$ cat src/rtl/eerd_pkg.sv
package eerd_pkg;

    localparam int OP_BITS    = 3;
    localparam int WADDR_BITS = 6;
    localparam int WORD_BITS  = 16;
    localparam int CNT_BITS   = 8;
    localparam int CMD_BITS   = OP_BITS + WADDR_BITS;
    localparam int IDX_W      = 5;

    localparam logic [OP_BITS-1:0] READ_OP = 3'b110;

    typedef enum logic [2:0] {
        F_IDLE, F_SEL, F_CMD, F_DAT, F_END
    } frame_st_e;

    typedef enum logic [2:0] {
        C_IDLE, C_LAUNCH, C_WAIT, C_LO, C_HI
    } ctl_st_e;

    typedef struct packed {
        logic [WADDR_BITS-1:0] waddr;
        logic [CNT_BITS-2:0]   words_left;
    } xfer_t;

    function automatic logic bad_request(input logic addr_lsb,
                                         input logic [CNT_BITS-1:0] cnt);
        return addr_lsb | cnt[0] | (cnt == '0);
    endfunction

endpackage

$ cat src/rtl/eerd_step_timer.sv
module eerd_step_timer #(
    parameter int TICKS = 250
) (
    input  logic clk,
    input  logic rst,
    input  logic run,
    output logic step_end
);
    localparam int CW = (TICKS > 1) ? $clog2(TICKS) : 1;
    localparam logic [CW-1:0] LAST = CW'(TICKS - 1);

    logic [CW-1:0] cnt;

    always_ff @(posedge clk) begin
        if (rst || !run || cnt == LAST) cnt <= '0;
        else                            cnt <= cnt + 1'b1;
    end

    assign step_end = run && (cnt == LAST);

    generate
        if (TICKS > 1) begin : g_multi

            step_gap_chk: assert property (@(posedge clk) disable iff (rst)
                step_end |=> !step_end);
        end
    endgenerate
endmodule

$ cat src/rtl/eerd_frame_seq.sv
module eerd_frame_seq
    import eerd_pkg::*;
#(
    parameter int TICKS = 250
) (
    input  logic                  clk,
    input  logic                  rst,
    input  logic                  go,
    input  logic [WADDR_BITS-1:0] waddr,
    input  logic                  ee_do,
    output logic                  ee_cs,
    output logic                  ee_sk,
    output logic                  ee_di,
    output logic                  done,
    output logic [WORD_BITS-1:0]  word
);
    localparam logic [IDX_W-1:0] CMD_LAST  = IDX_W'(CMD_BITS - 1);
    localparam logic [IDX_W-1:0] WORD_LAST = IDX_W'(WORD_BITS - 1);

    frame_st_e           st;
    logic [1:0]          ph;
    logic [IDX_W-1:0]    bc;
    logic [CMD_BITS-1:0] sr;
    logic                step_end;
    logic                running;

    assign running = (st != F_IDLE);

    eerd_step_timer #(.TICKS(TICKS)) u_tmr (
        .clk      (clk),
        .rst      (rst),
        .run      (running),
        .step_end (step_end)
    );

    always_ff @(posedge clk) begin
        if (rst) begin
            st   <= F_IDLE;
            ph   <= '0;
            bc   <= '0;
            sr   <= '0;
            word <= '0;
        end else begin
            case (st)
                F_IDLE: if (go) begin
                    st <= F_SEL;
                    ph <= '0;
                    sr <= {READ_OP, waddr};
                end
                F_SEL: if (step_end) begin
                    if (ph == 2'd3) begin
                        st <= F_CMD;
                        ph <= '0;
                        bc <= '0;
                    end else begin
                        ph <= ph + 2'd1;
                    end
                end
                F_CMD: if (step_end) begin
                    if (ph == 2'd2) begin
                        ph <= '0;
                        sr <= sr << 1;
                        if (bc == CMD_LAST) begin
                            st <= F_DAT;
                            bc <= '0;
                        end else begin
                            bc <= bc + 1'b1;
                        end
                    end else begin
                        ph <= ph + 2'd1;
                    end
                end
                F_DAT: if (step_end) begin
                    if (ph == 2'd0) begin
                        word <= {word[WORD_BITS-2:0], ee_do};
                        ph   <= 2'd1;
                    end else begin
                        ph <= '0;
                        if (bc == WORD_LAST) st <= F_END;
                        else                 bc <= bc + 1'b1;
                    end
                end
                F_END: if (step_end) st <= F_IDLE;
                default: st <= F_IDLE;
            endcase
        end
    end

    always_comb begin
        ee_cs = 1'b0;
        ee_sk = 1'b0;
        ee_di = 1'b0;
        case (st)
            F_SEL: begin
                ee_cs = (ph != 2'd0);
                ee_sk = (ph == 2'd2);
            end
            F_CMD: begin
                ee_cs = 1'b1;
                ee_sk = (ph == 2'd1);
                ee_di = sr[CMD_BITS-1];
            end
            F_DAT: begin
                ee_cs = 1'b1;
                ee_sk = (ph == 2'd0);
            end
            default: ;
        endcase
    end

    assign done = (st == F_END) && step_end;


    sk_needs_cs_chk: assert property (@(posedge clk) disable iff (rst)
        ee_sk |-> ee_cs);


    di_hold_chk: assert property (@(posedge clk) disable iff (rst)
        (st == F_CMD && ph != 2'd0) |-> $stable(ee_di));


    deselect_after_word_chk: assert property (@(posedge clk) disable iff (rst)
        done |-> !ee_cs);
endmodule

$ cat src/rtl/eeprom_word_reader.sv
module eeprom_word_reader
    import eerd_pkg::*;
#(
    parameter int TICKS_PER_STEP = 250
) (
    input  logic                  clk,
    input  logic                  rst,
    input  logic                  start,
    input  logic [WADDR_BITS:0]   start_addr,
    input  logic [CNT_BITS-1:0]   byte_count,
    output logic                  busy,
    output logic                  err,
    output logic                  byte_valid,
    output logic [7:0]            byte_out,
    output logic                  ee_cs,
    output logic                  ee_sk,
    output logic                  ee_di,
    input  logic                  ee_do
);
    localparam logic [CNT_BITS-2:0] ONE_LEFT = 1;

    ctl_st_e              st;
    xfer_t                xf;
    logic                 go;
    logic                 fdone;
    logic [WORD_BITS-1:0] fword;

    assign go = (st == C_LAUNCH);

    eerd_frame_seq #(.TICKS(TICKS_PER_STEP)) u_frame (
        .clk   (clk),
        .rst   (rst),
        .go    (go),
        .waddr (xf.waddr),
        .ee_do (ee_do),
        .ee_cs (ee_cs),
        .ee_sk (ee_sk),
        .ee_di (ee_di),
        .done  (fdone),
        .word  (fword)
    );

    always_ff @(posedge clk) begin
        if (rst) begin
            st  <= C_IDLE;
            err <= 1'b0;
            xf  <= '0;
        end else begin
            case (st)
                C_IDLE: if (start) begin
                    if (bad_request(start_addr[0], byte_count)) begin
                        err <= 1'b1;
                    end else begin
                        err           <= 1'b0;
                        xf.waddr      <= start_addr[WADDR_BITS:1];
                        xf.words_left <= byte_count[CNT_BITS-1:1];
                        st            <= C_LAUNCH;
                    end
                end
                C_LAUNCH: st <= C_WAIT;
                C_WAIT:   if (fdone) st <= C_LO;
                C_LO:     st <= C_HI;
                C_HI: begin
                    if (xf.words_left == ONE_LEFT) begin
                        st <= C_IDLE;
                    end else begin
                        xf.words_left <= xf.words_left - 1'b1;
                        xf.waddr      <= xf.waddr + 1'b1;
                        st            <= C_LAUNCH;
                    end
                end
                default: st <= C_IDLE;
            endcase
        end
    end

    assign busy       = (st != C_IDLE);
    assign byte_valid = (st == C_LO) || (st == C_HI);
    assign byte_out   = (st == C_HI) ? fword[15:8] : fword[7:0];


    valid_needs_busy_chk: assert property (@(posedge clk) disable iff (rst)
        byte_valid |-> busy);


    busy_start_ignored_chk: assert property (@(posedge clk) disable iff (rst)
        (start && busy) |=> $stable(err));


    bad_start_chk: assert property (@(posedge clk) disable iff (rst)
        (start && !busy && (start_addr[0] || byte_count[0] || byte_count == '0))
            |=> (err && !busy));


    hi_follows_lo_chk: assert property (@(posedge clk) disable iff (rst)
        $rose(byte_valid) |=> byte_valid);


    pair_ends_chk: assert property (@(posedge clk) disable iff (rst)
        (byte_valid && $past(byte_valid)) |=> !byte_valid);
endmodule

$ cat config.mk
export PLATFORM = sky130hd
export DESIGN_NAME = eeprom_word_reader
export DESIGN_NICKNAME = d
export VERILOG_FILES = /design/src/rtl/eerd_pkg.sv /design/src/rtl/eerd_step_timer.sv /design/src/rtl/eerd_frame_seq.sv /design/src/rtl/eeprom_word_reader.sv
export SDC_FILE = /design/constraint.sdc
export NUM_CORES = 1
export LEC_CHECK = 0
export CORE_AREA = 10 10 82 137
export CTS_CLUSTER_SIZE = 12
export DETAILED_ROUTE_END_ITERATION = 12
export DIE_AREA = 0 0 92 147
export PLACE_DENSITY = 0.68
export SLEW_MARGIN = 10
export SYNTH_ARGS = -nofsm -noshare
export SYNTH_HDL_FRONTEND = slang
export SYNTH_SLANG_ARGS = --single-unit
$ cat constraint.sdc
create_clock -name clk -period 4.1 [get_ports clk]
set_input_delay 0.82 -clock clk [delete_from_list [all_inputs] [get_ports clk]]
set_output_delay 0.82 -clock clk [all_outputs]
set_load 0.005 [all_outputs]
==> results of run 1 <==
[final cells by class]
cell class / instances / area (sq um)
Timing Repair Buffer: 33 / 323
Multi-Input combinational cell: 303 / 2050
Fill cell: 923 / 4860
Sequential cell: 60 / 1200
Clock inverter: 7 / 98.8
Tap cell: 120 / 150
Clock buffer: 9 / 225
Inverter: 18 / 67.6
[power by group through the flow]
stage                     Clock (mW)  Sequential [mW]  Combinational (mW)
after floorplan                    0            0.674               0.299
after global placement             0            0.711               0.337
after detailed placement           0            0.715               0.347
after CTS                      0.829            0.703               0.349
after global routing           0.858            0.713               0.391
final                          0.814            0.704               0.348
[path summary, 6_finish.rpt]
check / start / endpoint / slack (ns) / cells after the start
setup / recovery: u_frame.st[1] / ee_di / 0.75 / 4
hold / removal: u_frame.word[15] / u_frame.word[15] / 0.46 / 2
setup reg to reg: st[2] / xf[7] / 1.93 / 3
hold reg to reg: u_frame.word[15] / u_frame.word[15] / 0.46 / 2
[per-layer routing]
layer,GRT usage,routed length [microns]
met2,0.227,4470
met3,0.0383,399
met1,0.135,3380
met5,0,0
met4,0.0783,264
[cells in the mapped netlist (2+ instances only)]
master     count
xnor2_1        6
nor3b_1        3
nand4b_1       4
nand2_1       57
nand3_1       13
nor4b_1        2
nor2b_1        3
clkbuf_1      10
a211oi_1       6
o41ai_1        4
buf_2         12
nand4_1        6
nor4_1         7
mux2i_1        8
a41oi_1        2
a311oi_2       5
a31oi_1        2
ha_1          14
or3_1          3
and2_1         4
o31ai_1        4
o21ai_0        5
nor4b_2        3
o2111a_1       2
o32ai_1        9
a2111oi_0      6
o21a_1         2
nor2_1        22
and3_1         3
and4_1         3
dfxtp_1       60
mux2_1         8
buf_4          5
and4b_1        3
buf_6          2
nand2b_1       3
o31a_1         3
a21oi_1       42
nor3_1        12
inv_1         16
o21ai_1        2
[cells in the final DEF, fill, tap and decap left out, types with 5 or more instances in the layout]
cell and count:
mux2_1 8, o32ai_1 9, nand3_1 13, a21oi_1 42, inv_1 16, a311oi_2 5, dfxtp_1 60, o21ai_0 5
nand4_1 6, a2111oi_0 6, nor3_1 12, clkbuf_16 9, xnor2_1 6, mux2i_1 8, ha_1 14, clkdlybuf4s50_1 31
a211oi_1 6, nand2_1 57, nor2_1 22, nor4_1 7
[critical path, stage by stage, from the launching register on]
cell and delay, ns:
dfxtp_1 0.71, nand2b_1 0.34, nor2_2 0.46, and2_1 0.19, clkdlybuf4s50_1 0.50
[flip-flops by register name (all words and copies together) (netlist names)]
signal and flops:
u_frame.st 3, u_frame.ph 2, xf 13, st 3
u_frame.bc 5, u_frame.word 16, u_frame.sr 9, err 1
u_frame.u_tmr.cnt 8
[kinds of logic after synthesis]
group	after synthesis	synth area share
buffers and inverters	47	0.0648
DFF	60	0.346
and+or+nand+nor	159	0.245
muxes	16	0.0490
xor gates and xnor gates	7	0.0176
adders and majority gates	14	0.0504
AOI/OAI and AO/OA	107	0.228
[per-stage QoR]
stage	instance area, sq um	total power [mW]	worst slack (ns)	util
after CTS	4120	1.88	0.756	0.458
after global placement	3790	1.05	1.13	0.422
after detailed placement	3790	1.06	1.11	0.422
final	4120	1.87	0.753	0.458
after floorplan	3480	0.972	1.85	-
after global routing	4120	1.96	0.510	0.458
==> qor.yml, run 1 <==
run_status:
  status: "complete, no violations"
die:
  fp.dieH_microns: 147
  dieArea_sq_um: 13500
  die_w_microns: 92
  start_util: 0.387
  core_region_area_sq_um: 8980
  ios: 33
  rows: 46
global_route:
  grt_usage: 0.131
  grt_pass1_wl_microns: 14700
  grt_pass1_vias: 3168
  grt_max_degree: 50
  overflow: 0
  grt_antenna_before_repair: 0
clocking:
  cts_setup_buffers: 0
  numCtsBuffers: 9
  cts_resized: 0
  clkTransAtPathRegs_ns: 0.06
  clk_path_buf_depth: 2
  worstSkewPairLatency_ns: 0.33
  cts.sinks: 60
  cts_tree: "built"
  ctsHoldBuffers: 0
  ctsHtreeMaxLevel: 3
  cts_root_buffer: "clkbuf_16"
route:
  first_iter_violations: 166
  drcViolationCount: 0
  routedWlPerCell_microns: 15.5
  antenna_left: 0
  vias_per_cell: 5.67
  dr.pass1.iters: 4
  drt_wl_total_microns: 8510
  vias: 3120
power:
  p_sw_mw: 0.542
  ir_drop_mv: 0.320
  p_int_mw: 1.32
  p_sw_frac: 0.291
  p_seq_frac: 0.377
  pwr-share-clk: 0.436
  p_per_area_nw_per_um2: 453
  combPwrFrac: 0.186
  leakagePower_nw: 1.35
layout:
  num-nets-final: 458
  stdcell_count: 550
  drive_gt1_frac: 0.0814
  area_growth_syn_to_layout_pct: 18.4
  antennaDiodeCount: 0
placed_design:
  portBuffers: 32
  hpwl_microns: 6070
  placedCellCount: 534
  place_congestion: 0.889
worst_hold_path:
  hp-class: "reg2reg"
sta:
  hold_viol_final: 0
  rsz0062_at_grt: "false"
  fin_crit_sh: 0.816
  hold-worst-slack_ns: 0.462
  final.setup.tns_ns: 0
  fmax_mhz: 299
  slew_headroom: 0.317
  slew_viol_final: 0
  finalSetupViolCount: 0
  fin_skew_ns: 0.00724
  worst_pin_slew_ns: 1.02
  period_needed_ns: 3.35
critical_path:
  arrival_ns: 2.53
  cp_data_required_time_ns: 3.28
  path_max_fanout: 19
  end_kind: "primary output"
  crit_type: "reg2out"
  setup.worst_path.start_class: "register"
synth:
  synth_edf_count: 0
  ys_warn_count: 0
  dominantRegCellSynth: "dfxtp_1"
  synth_top_area_share: 0.346
  yosys.area.top_type: "dfxtp_1"
  syn-num-nets: 443
  synth.distinct_cells: 65
  syn-cell-area_sq_um: 3480
  async_flop_share: 0
  ys_seq_area_frac: 0.346
  synth.top_cells.by_area: "dfxtp_1, nand2_1, a21oi_1"
  synth.avg_cell_area_sq_um: 8.48
  ys_ff_latch: 60
  postSynthCellCount: 410
flow_run:
  cap_violations: 0
Note: power is estimated with default switching activity, not from simulation.
==> inputs of run 2 (changes only) <==
Clock period 4.1 ns to 3.1 ns, I/O delays scaled along.
==> run 2 against run 1 <==
Effect of this change: clock power increased by 30%; count of clock-buffer cells in the layout rose by 2; global-route usage barely moved; design area grew 0.73%; setup slack worse by 0.47 ns.
==> qor.yml, run 2 (same netlist as run 1, synthesis figures left out) <==
layout:
  postLayoutCoreUtil: 0.462  # +0.00334
  num-nets-final: 463  # +1.1%
  layout_common_cells: "dfxtp_1, nand2_1, a21oi_1"
  area_growth_syn_to_layout_pct: 19.3
  mostFrequentLayoutCell: "dfxtp_1"
  drive_gt1_frac: 0.0876  # +0.00616
  top_regs: "u_frame.word x16, xf x13, u_frame.sr x9"
  largest_register_ffs: 16  # unchanged
  antennaDiodeCount: 0  # unchanged
  final_cell_area_sq_um: 4150  # +0.73%
  top_register: "u_frame.word"
route:
  routedWlPerCell_microns: 15.5  # +0.36%
  drcViolationCount: 0  # unchanged
  vias: 3133  # +0.42%
  antenna_left: 0  # unchanged
  dr.pass1.iters: 4  # unchanged
  first_iter_violations: 190  # +14%
  vias_per_cell: 5.66  # -0.31%
  drt_wl_total_microns: 8600  # +1.1%
placed_design:
  place_congestion: 0.871  # -2.0%
  portBuffers: 32  # unchanged
  hpwl_microns: 6170  # +1.5%
  place_area_sq_um: 3830  # +0.99%
sta:
  period_needed_ns: 2.82
  finalSetupViolCount: 0  # unchanged
  final.setup.tns_ns: 0  # unchanged
  hold_viol_final: 0  # unchanged
  fin_skew_ns: 0.00684  # -0.000404 ns
  fmax_mhz: 355
  rsz0062_at_grt: "false"
  slew_viol_final: 0  # unchanged
  slew_headroom: 0.552  # +0.236
  worst_pin_slew_ns: 0.667  # -0.354 ns
  fin_crit_sh: 0.909
power:
  p_sw_frac: 0.278  # -0.0126
  p_int_mw: 1.77  # +34%
  combPwrFrac: 0.191  # +0.005
  p_sw_mw: 0.682  # +26%
  p_per_area_nw_per_um2: 592  # +31%
  leakagePower_nw: 1.38  # +1.8%
  ir_drop_mv: 0.541  # +69%
  p_seq_frac: 0.378  # about the same
  pwr-share-clk: 0.431  # -0.005
critical_path:
  startpoint: "u_frame.st[1]"
  reg2reg_from: "st[2]"
  path_max_fanout: 19  # unchanged
  crit_type: "reg2out"
  setup.worst_path.start_class: "register"
  arrival_ns: 2.20  # -0.33 ns
  end_kind: "primary output"
  cp_data_required_time_ns: 2.48  # -0.80 ns
worst_hold_path:
  hp-class: "reg2reg"
  hold_start: "u_frame.word[15]"
die:
  ios: 33  # unchanged
  start_util: 0.387  # unchanged
  core_region_area_sq_um: 8980  # unchanged
  fp.dieH_microns: 147  # unchanged
  rows: 46  # unchanged
  die_w_microns: 92  # unchanged
  dieArea_sq_um: 13500  # unchanged
clocking:
  cts_tree: "built"
  clk_path_buf_depth: 2  # unchanged
  cts_resized: 0  # unchanged
  cts_setup_buffers: 0  # unchanged
  cts.sinks: 60  # unchanged
  ctsHtreeMaxLevel: 3  # unchanged
  cts_root_buffer: "clkbuf_16"
  numCtsBuffers: 9  # unchanged
  clkTransAtPathRegs_ns: 0.05  # about the same
  ctsHoldBuffers: 0  # unchanged
  worstSkewPairLatency_ns: 0.33  # about the same
global_route:
  grt_max_degree: 50  # unchanged
  grt_pass1_wl_microns: 14800  # +0.99%
  grt_pass1_vias: 3228  # +1.9%
  overflow: 0  # unchanged
  grt_antenna_before_repair: 0  # unchanged
  grt_usage: 0.131  # about the same
flow_run:
  cap_violations: 0  # unchanged
run_status:
  status: "complete, no violations"
[run 2: power by group through the flow]
| stage | clock network [mW] | logic, mW | registers (mW) |
|---|---|---|---|
| floorplan | 0 | 0.395 | 0.891 |
| global placement | 0 | 0.459 | 0.938 |
| detailed placement | 0 | 0.465 | 0.940 |
| CTS | 1.08 | 0.470 | 0.925 |
| global route | 1.12 | 0.522 | 0.941 |
| finish | 1.06 | 0.467 | 0.928 |
[run 2: worst paths after layout]
path                                          to  slack, ns  cells past startpoint
worst max-delay path                       ee_di       0.28                      4
worst max register to register             xf[7]       1.05                      5
worst min-delay path            u_frame.word[15]       0.46                      2
worst min register to register  u_frame.word[15]       0.46                      2
[run 2: area by class of cell]
| class | instances | area, sq um |
|---|---|---|
| Clock buffer | 11 | 243 |
| Sequential cell | 60 | 1200 |
| Fill cell | 904 | 4830 |
| Multi-Input combinational cell | 303 | 2050 |
| Inverter | 18 | 67.6 |
| Timing Repair Buffer | 38 | 360 |
| Tap cell | 120 | 150 |
| Clock inverter | 4 | 73.8 |
[run 2: metal layers]
layer  track usage  share of wire  up-vias
li1              -              -     1560
met1         0.132           0.40     1494
met2         0.235           0.54       63
met3        0.0321          0.040       16
met4        0.0775          0.023        0
met5             0              0        -
[run 2: through the flow]
| stage | power (mW) | hold WS [ns] | setup WS, ns | std cells |
|---|---|---|---|---|
| 3_3_place_gp | 1.40 | 0.443 | 0.512 | 539 |
| 6_report | 2.45 | 0.457 | 0.284 | 554 |
| 3_5_place_dp | 1.40 | 0.457 | 0.490 | 539 |
| 5_1_grt | 2.58 | 0.487 | 0.128 | 554 |
| 2_1_floorplan | 1.29 | 0.432 | 1.05 | 410 |
| 4_1_cts | 2.48 | 0.464 | 0.281 | 554 |
[run 2: critical path: stages, from the launching register on]
cell             delay (ns)
dfxtp_1                0.69
nand2b_1               0.34
nor2_2                 0.18
and2_1                 0.15
clkdlybuf4s50_1        0.50
